--- config.mk ---
export PLATFORM = sky130hd
export DESIGN_NAME = ssm_engine
export DESIGN_NICKNAME = d
export VERILOG_FILES = /design/src/rtl/ssm_pkg.sv /design/src/rtl/ssm_rate_div.sv /design/src/rtl/ssm_shift_core.sv /design/src/rtl/ssm_engine.sv
export SDC_FILE = /design/constraint.sdc
export NUM_CORES = 1
export LEC_CHECK = 0
export ABC_AREA = 0
export BUFFER_PORTS_ARGS = -buffer_cell sky130_fd_sc_hd__buf_2
export CAP_MARGIN = 5
export CORE_MARGIN = 4
export CORE_UTILIZATION = 40
export DETAILED_ROUTE_END_ITERATION = 10
export PLACE_DENSITY = 0.69
export SLEW_MARGIN = 20
export SYNTH_ARGS = -nofsm -noshare
export SYNTH_HDL_FRONTEND = slang
export SYNTH_SLANG_ARGS = --single-unit
--- constraint.sdc ---
create_clock -name clk -period 7.4 [get_ports clk]
set_input_delay 2.22 -clock clk [delete_from_list [all_inputs] [get_ports clk]]
set_output_delay 2.22 -clock clk [all_outputs]
set_load 0.01 [all_outputs]
--- src/rtl/ssm_pkg.sv ---
package ssm_pkg;

    localparam int SSM_MAX_W  = 16;
    localparam int SSM_IDX_W  = $clog2(SSM_MAX_W);
    localparam int SSM_PRE_W  = 8;
    localparam int SSM_HALF_W = SSM_PRE_W - 1;
    localparam int SSM_RATE_W = 8;
    localparam int SSM_MIN_W  = 4;

    typedef enum logic [1:0] {
        ST_IDLE  = 2'd0,
        ST_SHIFT = 2'd1,
        ST_GAP   = 2'd2
    } ssm_state_e;

    typedef struct packed {
        logic                  pol;
        logic                  pha;
        logic [SSM_IDX_W-1:0]  wm1;
        logic [SSM_HALF_W-1:0] half_pre;
        logic [SSM_RATE_W-1:0] rate;
    } ssm_cfg_t;

    // Width code clamped to the narrowest legal word.
    function automatic logic [SSM_IDX_W-1:0] eff_wm1(input logic [SSM_IDX_W-1:0] w);
        return (w < SSM_IDX_W'(SSM_MIN_W - 1)) ? SSM_IDX_W'(SSM_MIN_W - 1) : w;
    endfunction

    // Ones in the low (wm1 + 1) bit positions.
    function automatic logic [SSM_MAX_W-1:0] width_mask(input logic [SSM_IDX_W-1:0] wm1);
        logic [SSM_MAX_W:0] m;
        m = ({{SSM_MAX_W{1'b0}}, 1'b1} << ({1'b0, wm1} + 1'b1)) - 1'b1;
        return m[SSM_MAX_W-1:0];
    endfunction

    // First divider stage counts half the prescale; low bit dropped, minimum one.
    function automatic logic [SSM_HALF_W-1:0] half_pre_of(input logic [SSM_PRE_W-1:0] p);
        return (p[SSM_PRE_W-1:1] == '0) ? SSM_HALF_W'(1) : p[SSM_PRE_W-1:1];
    endfunction

endpackage

--- src/rtl/ssm_rate_div.sv ---
module ssm_rate_div #(
    parameter int HALF_W = 7,
    parameter int RATE_W = 8
) (
    input  logic              clk,
    input  logic              rst,
    input  logic              run,
    input  logic [HALF_W-1:0] half_pre,
    input  logic [RATE_W-1:0] rate_fac,
    output logic              tick
);
    logic [HALF_W-1:0] pre_q;
    logic [RATE_W-1:0] rate_q;
    logic              pre_wrap;
    logic              rate_wrap;

    assign pre_wrap  = (pre_q == half_pre - HALF_W'(1));
    assign rate_wrap = (rate_q == rate_fac);
    assign tick      = run && pre_wrap && rate_wrap;

    always_ff @(posedge clk) begin
        if (rst || !run) begin
            pre_q  <= '0;
            rate_q <= '0;
        end else if (pre_wrap) begin
            pre_q  <= '0;
            rate_q <= rate_wrap ? '0 : rate_q + RATE_W'(1);
        end else begin
            pre_q  <= pre_q + HALF_W'(1);
        end
    end

    // first-stage count never leaves its programmed range while running
    assert_pre_range_R1: assert property (@(posedge clk) disable iff (rst)
        run |-> (pre_q < half_pre));

    // second-stage count never passes the rate factor while running
    assert_rate_range_R1: assert property (@(posedge clk) disable iff (rst)
        run |-> (rate_q <= rate_fac));

endmodule

--- src/rtl/ssm_shift_core.sv ---
module ssm_shift_core
    import ssm_pkg::*;
(
    input  logic                  clk,
    input  logic                  rst,
    input  logic                  enable,
    input  logic [1:0]            mode,
    input  logic [SSM_IDX_W-1:0]  width_m1,
    input  logic [SSM_PRE_W-1:0]  prescale,
    input  logic [SSM_RATE_W-1:0] rate_fac,
    input  logic                  tx_valid,
    input  logic [SSM_MAX_W-1:0]  tx_data,
    output logic                  tx_ready,
    output logic                  rx_valid,
    output logic [SSM_MAX_W-1:0]  rx_data,
    input  logic                  rx_ready,
    output logic                  sclk,
    output logic                  fss_n,
    output logic                  mosi,
    input  logic                  miso,
    output logic                  busy,
    input  logic                  tick,
    output logic                  run,
    output logic [SSM_HALF_W-1:0] div_half,
    output logic [SSM_RATE_W-1:0] div_rate
);
    ssm_state_e            state_q;
    ssm_cfg_t              cfg_q;
    ssm_cfg_t              cfg_new;
    logic [SSM_MAX_W-1:0]  txw_q;
    logic [SSM_MAX_W-1:0]  rxw_q;
    logic [SSM_MAX_W-1:0]  rx_next;
    logic [SSM_IDX_W-1:0]  bit_q;
    logic                  second_q;
    logic                  sclk_q;
    logic                  mosi_q;
    logic                  fss_q;
    logic                  rxv_q;
    logic [SSM_MAX_W-1:0]  rxd_q;
    logic                  load;

    always_comb begin
        cfg_new.pol      = mode[1];
        cfg_new.pha      = mode[0];
        cfg_new.wm1      = eff_wm1(width_m1);
        cfg_new.half_pre = half_pre_of(prescale);
        cfg_new.rate     = rate_fac;
    end

    assign tx_ready = enable && (state_q != ST_SHIFT) && !rxv_q;
    assign load     = tx_ready && tx_valid;
    assign rx_next  = {rxw_q[SSM_MAX_W-2:0], miso};

    assign run      = (state_q == ST_SHIFT);
    assign div_half = cfg_q.half_pre;
    assign div_rate = cfg_q.rate;

    assign sclk     = (state_q == ST_IDLE) ? mode[1] : sclk_q;
    assign fss_n    = fss_q;
    assign mosi     = mosi_q;
    assign rx_valid = rxv_q;
    assign rx_data  = rxd_q;
    assign busy     = (state_q != ST_IDLE) || (enable && tx_valid);

    always_ff @(posedge clk) begin
        if (rst) begin
            state_q  <= ST_IDLE;
            cfg_q    <= '0;
            txw_q    <= '0;
            rxw_q    <= '0;
            bit_q    <= '0;
            second_q <= 1'b0;
            sclk_q   <= 1'b0;
            mosi_q   <= 1'b0;
            fss_q    <= 1'b1;
            rxv_q    <= 1'b0;
            rxd_q    <= '0;
        end else begin
            if (rxv_q && rx_ready) rxv_q <= 1'b0;

            if (!enable) begin
                state_q <= ST_IDLE;
                fss_q   <= 1'b1;
                mosi_q  <= 1'b0;
            end else begin
                unique case (state_q)
                    ST_IDLE, ST_GAP: begin
                        if (load) begin
                            state_q  <= ST_SHIFT;
                            cfg_q    <= cfg_new;
                            txw_q    <= tx_data & width_mask(cfg_new.wm1);
                            rxw_q    <= '0;
                            bit_q    <= cfg_new.wm1;
                            second_q <= 1'b0;
                            sclk_q   <= cfg_new.pol;
                            mosi_q   <= cfg_new.pha ? 1'b0 : tx_data[cfg_new.wm1];
                            fss_q    <= 1'b0;
                        end else if (state_q == ST_GAP && !tx_valid) begin
                            state_q <= ST_IDLE;
                            fss_q   <= 1'b1;
                        end
                    end
                    ST_SHIFT: begin
                        if (tick) begin
                            sclk_q   <= ~sclk_q;
                            second_q <= ~second_q;
                            if (!second_q) begin
                                if (!cfg_q.pha) rxw_q  <= rx_next;
                                else            mosi_q <= txw_q[bit_q];
                            end else begin
                                if (cfg_q.pha) rxw_q <= rx_next;
                                if (bit_q == '0) begin
                                    state_q <= ST_GAP;
                                    rxv_q   <= 1'b1;
                                    rxd_q   <= cfg_q.pha ? rx_next : rxw_q;
                                    mosi_q  <= 1'b0;
                                end else begin
                                    bit_q <= bit_q - SSM_IDX_W'(1);
                                    if (!cfg_q.pha) mosi_q <= txw_q[bit_q - SSM_IDX_W'(1)];
                                end
                            end
                        end
                    end
                    default: state_q <= ST_IDLE;
                endcase
            end
        end
    end

    // the serial clock moves only on a divider tick
    assert_sclk_steady_R1: assert property (@(posedge clk) disable iff (rst)
        (state_q == ST_SHIFT) && !tick && enable |=> $stable(sclk_q));

    // bits above the configured width are zero in a presented word
    assert_rx_upper_zero_R4: assert property (@(posedge clk) disable iff (rst)
        rxv_q |-> ((rxd_q & ~width_mask(cfg_q.wm1)) == '0));

    // an untaken received word is held unchanged
    assert_rx_hold_R5: assert property (@(posedge clk) disable iff (rst)
        rxv_q && !rx_ready |=> rxv_q && $stable(rxd_q));

    // no frame is open while idle
    assert_idle_frame_R6: assert property (@(posedge clk) disable iff (rst)
        (state_q == ST_IDLE) |-> fss_q);

    // an accepted transmit word opens shifting with the frame low
    assert_load_starts_R7: assert property (@(posedge clk) disable iff (rst)
        tx_valid && tx_ready |=> (state_q == ST_SHIFT) && !fss_q);

    // dropping enable closes the frame on the next clock
    assert_disable_stops_R9: assert property (@(posedge clk) disable iff (rst)
        !enable |=> fss_q && (state_q == ST_IDLE));

endmodule

--- src/rtl/ssm_engine.sv ---
module ssm_engine
    import ssm_pkg::*;
#(
    parameter int DATA_W = SSM_MAX_W,
    parameter int PRE_W  = SSM_PRE_W,
    parameter int RATE_W = SSM_RATE_W
) (
    input  logic              clk,
    input  logic              rst,
    input  logic              enable,
    input  logic [1:0]        mode,
    input  logic [3:0]        width_m1,
    input  logic [PRE_W-1:0]  prescale,
    input  logic [RATE_W-1:0] rate_fac,
    input  logic              tx_valid,
    input  logic [DATA_W-1:0] tx_data,
    output logic              tx_ready,
    output logic              rx_valid,
    output logic [DATA_W-1:0] rx_data,
    input  logic              rx_ready,
    output logic              sclk,
    output logic              fss_n,
    output logic              mosi,
    input  logic              miso,
    output logic              busy
);
    localparam int HALF_W = PRE_W - 1;

    logic              tick;
    logic              run;
    logic [HALF_W-1:0] div_half;
    logic [RATE_W-1:0] div_rate;

    ssm_shift_core u_core (
        .clk      (clk),
        .rst      (rst),
        .enable   (enable),
        .mode     (mode),
        .width_m1 (width_m1),
        .prescale (prescale),
        .rate_fac (rate_fac),
        .tx_valid (tx_valid),
        .tx_data  (tx_data),
        .tx_ready (tx_ready),
        .rx_valid (rx_valid),
        .rx_data  (rx_data),
        .rx_ready (rx_ready),
        .sclk     (sclk),
        .fss_n    (fss_n),
        .mosi     (mosi),
        .miso     (miso),
        .busy     (busy),
        .tick     (tick),
        .run      (run),
        .div_half (div_half),
        .div_rate (div_rate)
    );

    ssm_rate_div #(
        .HALF_W (HALF_W),
        .RATE_W (RATE_W)
    ) u_div (
        .clk      (clk),
        .rst      (rst),
        .run      (run),
        .half_pre (div_half),
        .rate_fac (div_rate),
        .tick     (tick)
    );

endmodule

==> impl_metrics.tcl <==
set metrics [dict create \
    status "finished clean" \
    p_sw_share_pct 23.04 \
    clkSinkCount 90 \
    final_nets 631 \
    ys_ff_latch 90 \
    cts-resized-gates 0 \
    ant_nets 0 \
    crit_top_cell "buf_2" \
    dpl.hpwl_mm 8.254 \
    ctsHoldBuffers 0 \
    worstHoldEndpoint "u_core.div_rate[6]" \
    hold_depth 2 \
    area_growth_pct 15.98 \
    pwr-share-seq_pct 44.1 \
    synth-main-ff-cell "dfxtp_1" \
    whs_ns 0.4658 \
    port_buffers 64 \
    cts_tree "built" \
    p_switching_w 0.0002645 \
    grt_overflow_total 0 \
    grt_pass1_vias 3991 \
    numCtsBuffers 9 \
    rsz0062_at_grt "false" \
    p_total_w 0.001148 \
    yosys.area.top_type "dfxtp_1" \
    rows 39 \
    start_kind "primary input" \
    setup_violations 0 \
    power.leakage_nw 2.015 \
    clkTransAtPathRegs_ns 0.06 \
    fin_crit_ns 4.966 \
    die_width_um 116.4 \
    final_area_sq_mm 0.005449 \
    track_usage_pct 17.59 \
    dr.pass1.iters 4 \
    cts-root-buf "clkbuf_16" \
    synth_edf_count 0 \
    rr_worst_depth 8 \
    preCtsSetupSlack_ns 2.441 \
    die_area_sq_mm 0.01354 \
    end_kind "output port" \
    synth_seq_area_share_pct 38.35 \
    p_int_w 0.0008839 \
    fin_skew_ns 0.005235 \
    syn_area_sq_mm 0.004698 \
    synthesis.area_per_instance_sq_um 8.733 \
    r2r_setup_slack_ns 4.28 \
    crit_required_ns 5.18 \
    wl_mm 11.69 \
    synth_cells 538 \
    r2r-start "u_core.div_half[0]" \
    synth_top_cell_area_share_pct 38.35 \
    fillers 1072 \
    netlist_top_cells_count "90 x dfxtp_1, 60 x nand2_1, 58 x a21oi_1" \
    htreeDepth 3 \
    setup_tns_ns 0 \
    timing.final.hold_violations 0 \
    drv_cap 0 \
    clkLatencyLatePin_ns 0.34 \
    critPathArrivalTime_ns 2.75 \
    grt_max_degree 65 \
    gp_congestion 0.8331 \
    grt_pass1_wl_mm 19.17 \
    fin_crit_sh_pct 67.11 \
    ir_worst_vdd_v 0.00009463 \
    num_vias 4162 \
    hp-class "reg2reg" \
    tightestPinTransition_ns 0.9814 \
    clk_path_buf_depth 2 \
    async_flop_share_pct 0 \
    p_comb_share_pct 10.0 \
    slew_headroom_pct 34.22 \
    drive_gt1_share_pct 21.50 \
    drc 0 \
    cp_max_fo 2 \
    r2r-end "u_core.state_q[1]" \
    worst_slack_ns 2.434 \
    wl_per_cell_um 15.99 \
    critical_path.max_stage_delay_ns 0.27 \
    die_y_um 116.4 \
    max_freq_ghz 0.2014 \
    crit_chain "buf_2 -> mux2_2 -> buf_2" \
    ys_warn_count 0 \
    path_buf_inv 2 \
    drtIter0Drc 353 \
    start_util_pct 40.97 \
    place_area_sq_mm 0.005096 \
    critPathTopFamily "multiplexers" \
    clkPwrFrac_pct 45.8 \
    ys_top_cells_by_area "dfxtp_1 38%, a21oi_1 6.2%, mux4_2 5.3%, nand2_1 4.8%, mux2_2 4.6%" \
    maxSlewViolCount 0 \
    antenna_found_initial 0 \
    power.density_mw_per_mm2 210.8 \
    cp_slowest_cell "mux2_2" \
    critical_path_class "in2out" \
    viasPerCell 5.694 \
    io_pins 66 \
    ys_types 61 \
    hold_path.startpoint "u_core.div_rate[6]" \
    cts_setup_buffers 0 \
    coreArea_sq_mm 0.01147 \
    synth_most_common_cell "dfxtp_1" \
]
[worst max path at each step]
stage	startpoint	end	slack (ns)	cells past startpoint
global placement	mode[1]	sclk	2.44	3
CTS	mode[1]	sclk	2.44	3
global route	enable	tx_ready	2.38	3
finish	mode[1]	sclk	2.43	3
detailed placement	mode[1]	sclk	2.44	3
floorplan	enable	tx_ready	2.65	1
[power groups by stage]
stage | logic (W) | registers [W] | clock network [W]
2_1_floorplan | 0.0000865 | 0.000510 | 0
3_3_place_gp | 0.000111 | 0.000517 | 0
3_5_place_dp | 0.000114 | 0.000518 | 0
4_1_cts | 0.000115 | 0.000507 | 0.000533
5_1_grt | 0.000128 | 0.000508 | 0.000554
6_report | 0.000115 | 0.000507 | 0.000526
[worst reg2reg max path, delay by kind of cell (launching register included)]
kind                       cells  cell delay (ns)
AOI/OAI and AO/OA              3             0.69
adders and majority gates      1             0.30
buffers and inverters          2             0.39
DFF                            1             0.47
and+or+nand+nor                2             1.20
[cell type report]
type / count / area, sq um / area share, %
Antenna cell: 2 / 5.005 / 0.09185
Clock buffer: 12 / 246.5 / 4.524
Clock inverter: 4 / 98.84 / 1.814
Inverter: 10 / 37.54 / 0.6889
Multi-Input combinational cell: 400 / 2715 / 49.83
Sequential cell: 90 / 1802 / 33.07
Tap cell: 143 / 178.9 / 3.284
Timing Repair Buffer: 70 / 365.4 / 6.705
[registers in the layout, summed over array words and instances, names as in the netlist, 2 cells and up]
name / flops
u_core.bit_q: 4
u_div.pre_q: 7
u_core.div_rate: 8
u_core.rxw_q: 16
u_core.txw_q: 16
u_core.div_half: 7
u_core.rx_data: 16
u_div.rate_q: 8
u_core.state_q: 2
[routing by layer]
metal / GRT usage [%] / up-vias / share of wire (%)
met3: 3.990 / 20 / 5.4
met2: 29.02 / 92 / 49
li1: - / 2056 / -
met5: 0 / - / 0
met4: 6.574 / 0 / 1.8
met1: 22.50 / 1994 / 44
[cells in the final DEF (no fill, tap or decap), types with 10 or more instances in the layout]
| cell | instances |
|---|---|
| inv_1 | 10 |
| nand2_1 | 60 |
| nand3_1 | 38 |
| buf_2 | 64 |
| mux2_2 | 19 |
| nor2_1 | 32 |
| mux4_2 | 11 |
| dfxtp_1 | 90 |
| a21oi_1 | 58 |
| xnor2_1 | 17 |
| a22o_1 | 16 |
| o21ai_0 | 31 |
[through the flow]
step	util, %	cells
6_report	47.52	731
5_1_grt	47.47	729
4_1_cts	47.45	729
3_5_place_dp	44.44	713
3_3_place_gp	44.44	713
2_1_floorplan	-	539
[logic make-up (layout without fill, tap and decap cells)]
| logic type | Yosys count | in the layout | share of synthesized area (%) |
|---|---|---|---|
| AO/OA/AOI/OAI | 146 | 146 | 20.72 |
| XOR/XNOR | 26 | 26 | 4.847 |
| adder cells (fa/ha/maj) | 6 | 6 | 1.598 |
| buffers and inverters | 49 | 96 | 4.261 |
| flip-flops | 90 | 90 | 38.35 |
| multiplexers | 32 | 32 | 10.28 |
| other | 1 | 4 | 0.07982 |
| AND/OR/NAND/NOR | 188 | 188 | 19.87 |
Power figures use the tool's default switching activity.
